<file path="src/rtl/adc_reg_pkg.sv">
package adc_reg_pkg;
  localparam int SMP_W    = 10;
  localparam int MAX_PAIR = 8;
  localparam int MAX_CH   = 16;
  localparam logic [SMP_W-1:0] LO_STEP = 10'd5;
  localparam logic [SMP_W-1:0] HI_STEP = 10'd7;

  // word index = addr[7:2]
  localparam logic [5:0] WI_CTRL  = 6'd0;
  localparam logic [5:0] WI_IRQ   = 6'd1;
  localparam logic [5:0] WI_DET   = 6'd2;
  localparam logic [5:0] WI_CLK   = 6'd3;
  localparam logic [5:0] WI_SMP0  = 6'd4;
  localparam logic [5:0] WI_LIM0  = 6'd12;
  localparam logic [5:0] WI_HYS0  = 6'd28;
  localparam logic [5:0] WI_ISRC  = 6'd48;
  localparam logic [5:0] WI_TRIM  = 6'd49;

  localparam logic [31:0] PAIR_MASK = 32'h03FF_03FF;
  localparam logic [31:0] HYS_MASK  = 32'h83FF_03FF;
  localparam logic [31:0] ISRC_MASK = 32'h0000_FFFF;
  localparam logic [31:0] TRIM_MASK = 32'h0000_000F;
  localparam logic [31:0] CTL_RST   = 32'h0000_000F;

  typedef struct packed {
    logic [SMP_W-1:0] hi;
    logic [SMP_W-1:0] lo;
  } pair_t;

  function automatic logic [31:0] pair_to_word(pair_t p);
    return {6'b0, p.hi, 6'b0, p.lo};
  endfunction

  function automatic pair_t word_to_pair(logic [31:0] w);
    pair_t p;
    p.hi = w[25:16];
    p.lo = w[9:0];
    return p;
  endfunction
endpackage

</file>
<file path="src/rtl/adc_pair_step.sv">
module adc_pair_step
  import adc_reg_pkg::*;
(
  input  pair_t cur_i,
  input  pair_t lim_lo_i,  // window of low channel: lo=min, hi=max
  input  pair_t lim_hi_i,  // window of high channel
  output pair_t nxt_o,
  output logic  breach_o
);
  logic out_lo, out_hi;

  always_comb begin
    nxt_o.lo = cur_i.lo + LO_STEP;
    nxt_o.hi = cur_i.hi + HI_STEP;
    out_lo   = (nxt_o.lo < lim_lo_i.lo) || (nxt_o.lo > lim_lo_i.hi);
    out_hi   = (nxt_o.hi < lim_hi_i.lo) || (nxt_o.hi > lim_hi_i.hi);
    breach_o = out_lo || out_hi;
  end
endmodule

</file>
<file path="src/rtl/adc_sample_bank.sv">
module adc_sample_bank
  import adc_reg_pkg::*;
#(
  parameter int NUM_PAIRS = 8
) (
  input  logic                  clk_i,
  input  logic                  rst_ni,
  input  logic                  upd_en_i,
  input  logic [2:0]            upd_idx_i,
  input  pair_t                 upd_val_i,
  output pair_t [NUM_PAIRS-1:0] pairs_o
);
  for (genvar g = 0; g < NUM_PAIRS; g++) begin : g_pair
    always_ff @(posedge clk_i or negedge rst_ni) begin
      if (!rst_ni)                                  pairs_o[g] <= '0;
      else if (upd_en_i && upd_idx_i == 3'(g))      pairs_o[g] <= upd_val_i;
    end
  end
endmodule

</file>
<file path="src/rtl/adc_word_bank.sv">
module adc_word_bank #(
  parameter int          DEPTH = 16,
  parameter logic [31:0] MASK  = 32'hFFFF_FFFF
) (
  input  logic                   clk_i,
  input  logic                   rst_ni,
  input  logic                   wr_en_i,
  input  logic [3:0]             wr_idx_i,
  input  logic [31:0]            wr_data_i,
  output logic [DEPTH-1:0][31:0] regs_o
);
  for (genvar g = 0; g < DEPTH; g++) begin : g_word
    always_ff @(posedge clk_i or negedge rst_ni) begin
      if (!rst_ni)                               regs_o[g] <= '0;
      else if (wr_en_i && wr_idx_i == 4'(g))     regs_o[g] <= wr_data_i & MASK;
    end
  end
endmodule

</file>
<file path="src/rtl/adc_reg_engine.sv">
module adc_reg_engine
  import adc_reg_pkg::*;
#(
  parameter int NUM_CH = 16
) (
  input  logic        clk_i,
  input  logic        rst_ni,
  input  logic        req_i,
  input  logic        we_i,
  input  logic [7:0]  addr_i,
  input  logic [31:0] wdata_i,
  output logic [31:0] rdata_o,
  output logic        rvalid_o,
  output logic        irq_o
);
  localparam int NUM_PAIRS = NUM_CH / 2;

  logic [5:0]  widx, smp_off, lim_off, hys_off;
  logic        rd_fire, wr_fire;
  logic        is_smp, is_lim, is_hys;
  pair_t       sel_pair, win_lo, win_hi, nxt_pair, upd_val;
  logic        breach;
  logic [31:0] lim_sel, hys_sel, rd_word, ctrl_wr;
  logic [31:0] ctrl_q, irq_q, det_q, clk_q, isrc_q, trim_q;
  pair_t [NUM_PAIRS-1:0]    pairs;
  logic  [NUM_CH-1:0][31:0] lim_regs, hys_regs;
  logic  unused_bits;

  assign unused_bits = addr_i[0];
  assign widx    = addr_i[7:2];
  assign rd_fire = req_i & ~we_i;
  assign wr_fire = req_i & we_i;
  assign smp_off = widx - WI_SMP0;
  assign lim_off = widx - WI_LIM0;
  assign hys_off = widx - WI_HYS0;

  // offsets below a base wrap high, so an index match implies a hit
  always_comb begin
    is_smp   = 1'b0;
    sel_pair = '0;
    win_lo   = '0;
    win_hi   = '0;
    for (int k = 0; k < NUM_PAIRS; k++) begin
      if (smp_off == 6'(k)) begin
        is_smp   = 1'b1;
        sel_pair = pairs[k];
        win_lo   = word_to_pair(lim_regs[2*k]);
        win_hi   = word_to_pair(lim_regs[2*k+1]);
      end
    end
    is_lim  = 1'b0;
    is_hys  = 1'b0;
    lim_sel = '0;
    hys_sel = '0;
    for (int i = 0; i < NUM_CH; i++) begin
      if (lim_off == 6'(i)) begin
        is_lim  = 1'b1;
        lim_sel = lim_regs[i];
      end
      if (hys_off == 6'(i)) begin
        is_hys  = 1'b1;
        hys_sel = hys_regs[i];
      end
    end
  end

  adc_pair_step u_step (
    .cur_i    (sel_pair),
    .lim_lo_i (win_lo),
    .lim_hi_i (win_hi),
    .nxt_o    (nxt_pair),
    .breach_o (breach)
  );

  assign upd_val = we_i ? word_to_pair(wdata_i) : nxt_pair;

  adc_sample_bank #(.NUM_PAIRS(NUM_PAIRS)) u_smp (
    .clk_i     (clk_i),
    .rst_ni    (rst_ni),
    .upd_en_i  (req_i & is_smp),
    .upd_idx_i (smp_off[2:0]),
    .upd_val_i (upd_val),
    .pairs_o   (pairs)
  );

  adc_word_bank #(.DEPTH(NUM_CH), .MASK(PAIR_MASK)) u_lim (
    .clk_i     (clk_i),
    .rst_ni    (rst_ni),
    .wr_en_i   (wr_fire & is_lim),
    .wr_idx_i  (lim_off[3:0]),
    .wr_data_i (wdata_i),
    .regs_o    (lim_regs)
  );

  adc_word_bank #(.DEPTH(NUM_CH), .MASK(HYS_MASK)) u_hys (
    .clk_i     (clk_i),
    .rst_ni    (rst_ni),
    .wr_en_i   (wr_fire & is_hys),
    .wr_idx_i  (hys_off[3:0]),
    .wr_data_i (wdata_i),
    .regs_o    (hys_regs)
  );

  always_comb begin
    ctrl_wr    = wdata_i;
    ctrl_wr[8] = wdata_i[0];
    ctrl_wr[5] = 1'b0;
  end

  always_ff @(posedge clk_i or negedge rst_ni) begin
    if (!rst_ni) begin
      ctrl_q <= '0;
      irq_q  <= '0;
      det_q  <= CTL_RST;
      clk_q  <= CTL_RST;
      isrc_q <= '0;
      trim_q <= '0;
    end else if (wr_fire) begin
      case (widx)
        WI_CTRL: ctrl_q <= ctrl_wr;
        WI_IRQ:  irq_q  <= wdata_i;
        WI_DET:  det_q  <= wdata_i;
        WI_CLK:  clk_q  <= wdata_i;
        WI_ISRC: isrc_q <= wdata_i & ISRC_MASK;
        WI_TRIM: trim_q <= wdata_i & TRIM_MASK;
        default: ;
      endcase
    end else if (rd_fire && is_smp && breach) begin
      irq_q[smp_off[2:0]] <= 1'b1;
    end
  end

  always_comb begin
    rd_word = '0;
    if (is_smp)      rd_word = pair_to_word(sel_pair);
    else if (is_lim) rd_word = lim_sel;
    else if (is_hys) rd_word = hys_sel;
    else begin
      case (widx)
        WI_CTRL: rd_word = ctrl_q;
        WI_IRQ:  rd_word = irq_q;
        WI_DET:  rd_word = det_q;
        WI_CLK:  rd_word = clk_q;
        WI_ISRC: rd_word = isrc_q;
        WI_TRIM: rd_word = trim_q;
        default: rd_word = '0;
      endcase
    end
  end

  always_ff @(posedge clk_i or negedge rst_ni) begin
    if (!rst_ni) begin
      rdata_o  <= '0;
      rvalid_o <= 1'b0;
    end else begin
      rvalid_o <= rd_fire;
      if (rd_fire) rdata_o <= addr_i[1] ? {16'b0, rd_word[31:16]} : rd_word;
    end
  end

  assign irq_o = |irq_q[7:0];
endmodule

</file>
<file path="config.mk">
export PLATFORM = sky130hd
export DESIGN_NAME = adc_reg_engine
export DESIGN_NICKNAME = d
export VERILOG_FILES = /design/src/rtl/adc_reg_pkg.sv /design/src/rtl/adc_pair_step.sv /design/src/rtl/adc_sample_bank.sv /design/src/rtl/adc_word_bank.sv /design/src/rtl/adc_reg_engine.sv
export SDC_FILE = /design/constraint.sdc
export NUM_CORES = 2
export LEC_CHECK = 0
export BUFFER_PORTS_ARGS = -buffer_cell sky130_fd_sc_hd__buf_2
export CAP_MARGIN = 10
export CELL_PAD_IN_SITES_DETAIL_PLACEMENT = 1
export CELL_PAD_IN_SITES_GLOBAL_PLACEMENT = 2
export CORE_MARGIN = 1
export CORE_UTILIZATION = 47
export DETAILED_ROUTE_END_ITERATION = 8
export HOLD_SLACK_MARGIN = 0.02
export PLACE_DENSITY_LB_ADDON = 0.08
export REMOVE_ABC_BUFFERS = 1
export SLEW_MARGIN = 20
export SYNTH_ARGS = -nofsm -noshare
export SYNTH_HDL_FRONTEND = slang
export SYNTH_SLANG_ARGS = --single-unit
</file>
<file path="constraint.sdc">
create_clock -name clk_i -period 12.9 [get_ports clk_i]
set_clock_uncertainty 0.2 [all_clocks]
set_input_delay 0.645 -clock clk_i [delete_from_list [all_inputs] [get_ports clk_i]]
set_output_delay 0.645 -clock clk_i [all_outputs]
set_load 0.02 [all_outputs]
</file>
==> impl_results.md <==
* Crit path top cell by count: a21oi_1
* Initial Utilization at 0.476
* Leak at 24.3 nW
* Global-route wire length before repair at 279 mm
* RSZ-0062 raised after global routing: false
* Post-detail-place hpwl at 119 mm
* Finish-stage setup viols at 0
* CTS buffer count at 111
* Ys async rst share at 1.00
* CTS tree: done
* Vias in the first global route at 38900
* Setup_tns at 0 ns
* Share of post-route cells with drive strength above 1 at 0.331
* Worst reg2reg path endpoint: irq_q[2]$_DFFE_PN0P_
* Clock Sinks at 995
* Root buffer cell: clkbuf_16
* Fin. max-slew vios at 0
* Number of synthesized flops with an enable pin at 0
* Cell Pwr Density at 144 nW/um^2
* Antenna violations before repair at 10
* PnR Total Power at 7.63 mW
* Critical path endpoint category: flip-flop
* Switch share at 0.259
* Internal at 5.65 mW
* Flop pwr share at 0.473
* Slowest CP cell: or2_1
* Initial drt markers at 3878
* Worst EP required at 13.25 ns
* Area grow syn2layout at 12.9%
* PostCTS Resize Cnt at 0
* Post-Synthesis Cells at 3976
* Die Span Y at 318 um
* Worst Hold Depth at 2
* Syn Std Cell Area at 47000 sq um
* Die Span X at 318 um
* Port bufs at 76
* Combinational power share at 0.090
* Gr usage total at 0.376
* Drt pass-1 iters at 7
* Synth area leaders: dfrtp_1 (53%), mux2_2 (20%), a22oi_1 (4.2%), nand2_1 (2.5%), clkbuf_1 (2.2%)
* Reg2reg start: u_smp.pairs_o[100]$_DFFE_PN0P_
* Clock-pin slew on the worst setup and hold paths at 0.06 ns
* Crit path cell chain: buf_2 -> or2_1 -> nor2_4 -> buf_4 -> a221o_1 -> a21oi_1 -> inv_1 -> ha_1 -> nor2b_1 -> nor3_1 -> xnor2_1 -> ha_1 -> nand4_1 -> a311oi_1 -> nand4_1 -> a31oi_1 -> a21oi_1 -> or3_1 -> a211oi_1 -> o211ai_2 -> a41oi_1 -> a21oi_1
* Seq cells post-synth at 995
* Die area at 101000 sq um
* Worst-skew pair later-pin latency at 0.73 ns
* Final period util at 0.584
* Most frequent cell after synthesis: dfrtp_1
* CP max stage delay at 0.91 ns
* Routed wire length per instance at 35.6 um
* Critical-path maximum fanout at 26
* Hold/Removal Path Class: flip-flop to flip-flop
* Status: complete, no violations
* Top FF cell, synth: dfrtp_1
* # DRC at 0
* # IOs at 78
* P_sw at 1.98 mW
* Fin. Hold Viols at 0
* Placer congestion estimate at 0.956
* Post-DRT Antenna Nets at 0
* Tmin final at 7.54 ns
* Synth area leader: dfrtp_1
* Largest net degree at the start of global routing at 159
* # rows at 115
* Peak VDD IR at 0.118 mV
* Max_slew headroom at 0.0835
* Worst Path Arrival at 7.88 ns
* Synthesized area per cell at 11.8 sq um
* Worst-case reg-to-reg path depth at 19
* Clk pwr share at 0.437
* Worst Max-Slew Pin Slew at 1.35 ns
* CP Launch Type: input pin
* GRT overflow at 0
* HP Start: u_smp.pairs_o[92]$_DFFE_PN0P_
* Final WL at 190 mm
* Routed vias at 36700
* Core Area at 98700 sq um
* Unique masters post-synth at 85
* Share of the synthesized area in the top cell type at 0.526
* Beginning of the critical path: addr_i[6]
* Ys Warns at 0
* Register area share after synthesis at 0.530
* Worst reg-to-reg setup slack at 6.78 ns
* Worst Hold Path EP: u_smp.pairs_o[92]$_DFFE_PN0P_
* Synth cell count leaders: dfrtp_1 (987), mux2_2 (842), nand2_1 (315)
* Critical path class: input pin to flip-flop
* Fmax at 133 MHz
* Htree depth at 3
* Vias per cell at 6.87
* # Max-Cap Violations at 0
* Total Nets Final at 4052
* CTS max path bufs at 3
[per-stage QoR]
step	util	hold WS, ns	cell area (sq um)	std cells	setup slack [ns]
2_1_floorplan	-	0.149	45600	3621	5.78
3_3_place_gp	0.496	0.250	49000	5132	5.02
3_5_place_dp	0.497	0.268	49000	5133	4.94
4_1_cts	0.537	0.274	53000	5349	5.65
5_1_grt	0.537	0.295	53000	5350	5.22
6_report	0.537	0.281	53000	5351	5.36
[routing by layer]
| layer | GRT usage | up-vias | wire length, um |
|---|---|---|---|
| met5 | 0 | - | 34 |
| li1 | - | 14900 | - |
| met2 | 0.577 | 1741 | 85700 |
| met4 | 0.209 | 4 | 11800 |
| met3 | 0.0840 | 520 | 16200 |
| met1 | 0.495 | 19500 | 76500 |
[power groups by stage]
stage	combinational (mW)	clock [mW]	sequential, mW
floorplan	0.362	0	3.59
global route	0.737	3.49	3.64
global placement	0.633	0	3.63
CTS	0.678	3.37	3.60
finish	0.686	3.34	3.61
detailed placement	0.672	0	3.66
[area by class of cell]
cell class	instances	area, sq um
fill	9975	45700
sequential	995	24900
timing repair buffer	238	1680
clock buffer	165	3260
inverter	9	33.8
multi-input combinational	2617	21000
antenna	1	2.50
tap	1287	1610
clock inverter	39	584
[cell families after synthesis]
kind of cell	count (synthesis)	share of synthesized area
and+or+nand+nor	743	0.0724
xor gates and xnor gates	17	0.00317
buffers and inverters	364	0.0302
DFF	995	0.530
muxes	857	0.206
AOI/OAI and AO/OA	964	0.149
adders and majority gates	36	0.00959
[critical path: cells and delay by family]
kind	cells	cell delay (ns)
buf+inv	3	1.12
simple gates	7	2.05
fa+ha+maj	2	0.54
compound gates	9	2.97
xor+xnor	1	0.47
[what timing repair did]
item | 4_1_cts | 5_1_grt
hold buffers | 12 | 0
hold endpoints to repair | 142 | 0
buffers inserted | 0 | 0
[registers in the layout (all words and copies together), names as in the netlist]
register	cells
isrc_q	16
clk_q	32
u_lim.regs_o	320
ctrl_q	30
trim_q	4
u_hys.regs_o	336
det_q	32
rvalid_o	1
u_smp.pairs_o	160
rdata_o	32
irq_q	32
[layout by cell type, fill, tap and decap left out, drive strengths merged, types with 11 or more instances in the layout]
master       netlist  final
a211oi            18     18
a21oi             99     99
a221o             15     15
a221oi            90     90
a222oi            43     43
a22o              41     41
a22oi            263    263
a31oi             38     38
and3              17     17
buf               75    226
bufinv             0     11
clkbuf           280    165
clkinv             0     23
dfrtp            987    987
dlygate4sd3        0     12
ha                36     36
inv                9     11
mux2             842    842
mux2i             15     15
nand2            315    315
nand2b            13     13
nand3             69     69
nand4             38     38
nor2             180    180
nor2b             13     13
nor3              51     51
nor4              12     12
o2111ai           11     11
o211a             19     19
o21ai            160    160
o221ai            24     24
o22ai             63     63
xnor2             12     12
[worst max-delay path by stage]
stage	to	cells after the start
after floorplan	irq_q[0]$_DFFE_PN0P_	17
after global placement	irq_q[5]$_DFFE_PN0P_	23
after detailed placement	irq_q[2]$_DFFE_PN0P_	23
after CTS	irq_q[2]$_DFFE_PN0P_	23
after global routing	irq_q[2]$_DFFE_PN0P_	22
final	irq_q[2]$_DFFE_PN0P_	22
Power figures use the tool's default switching activity.
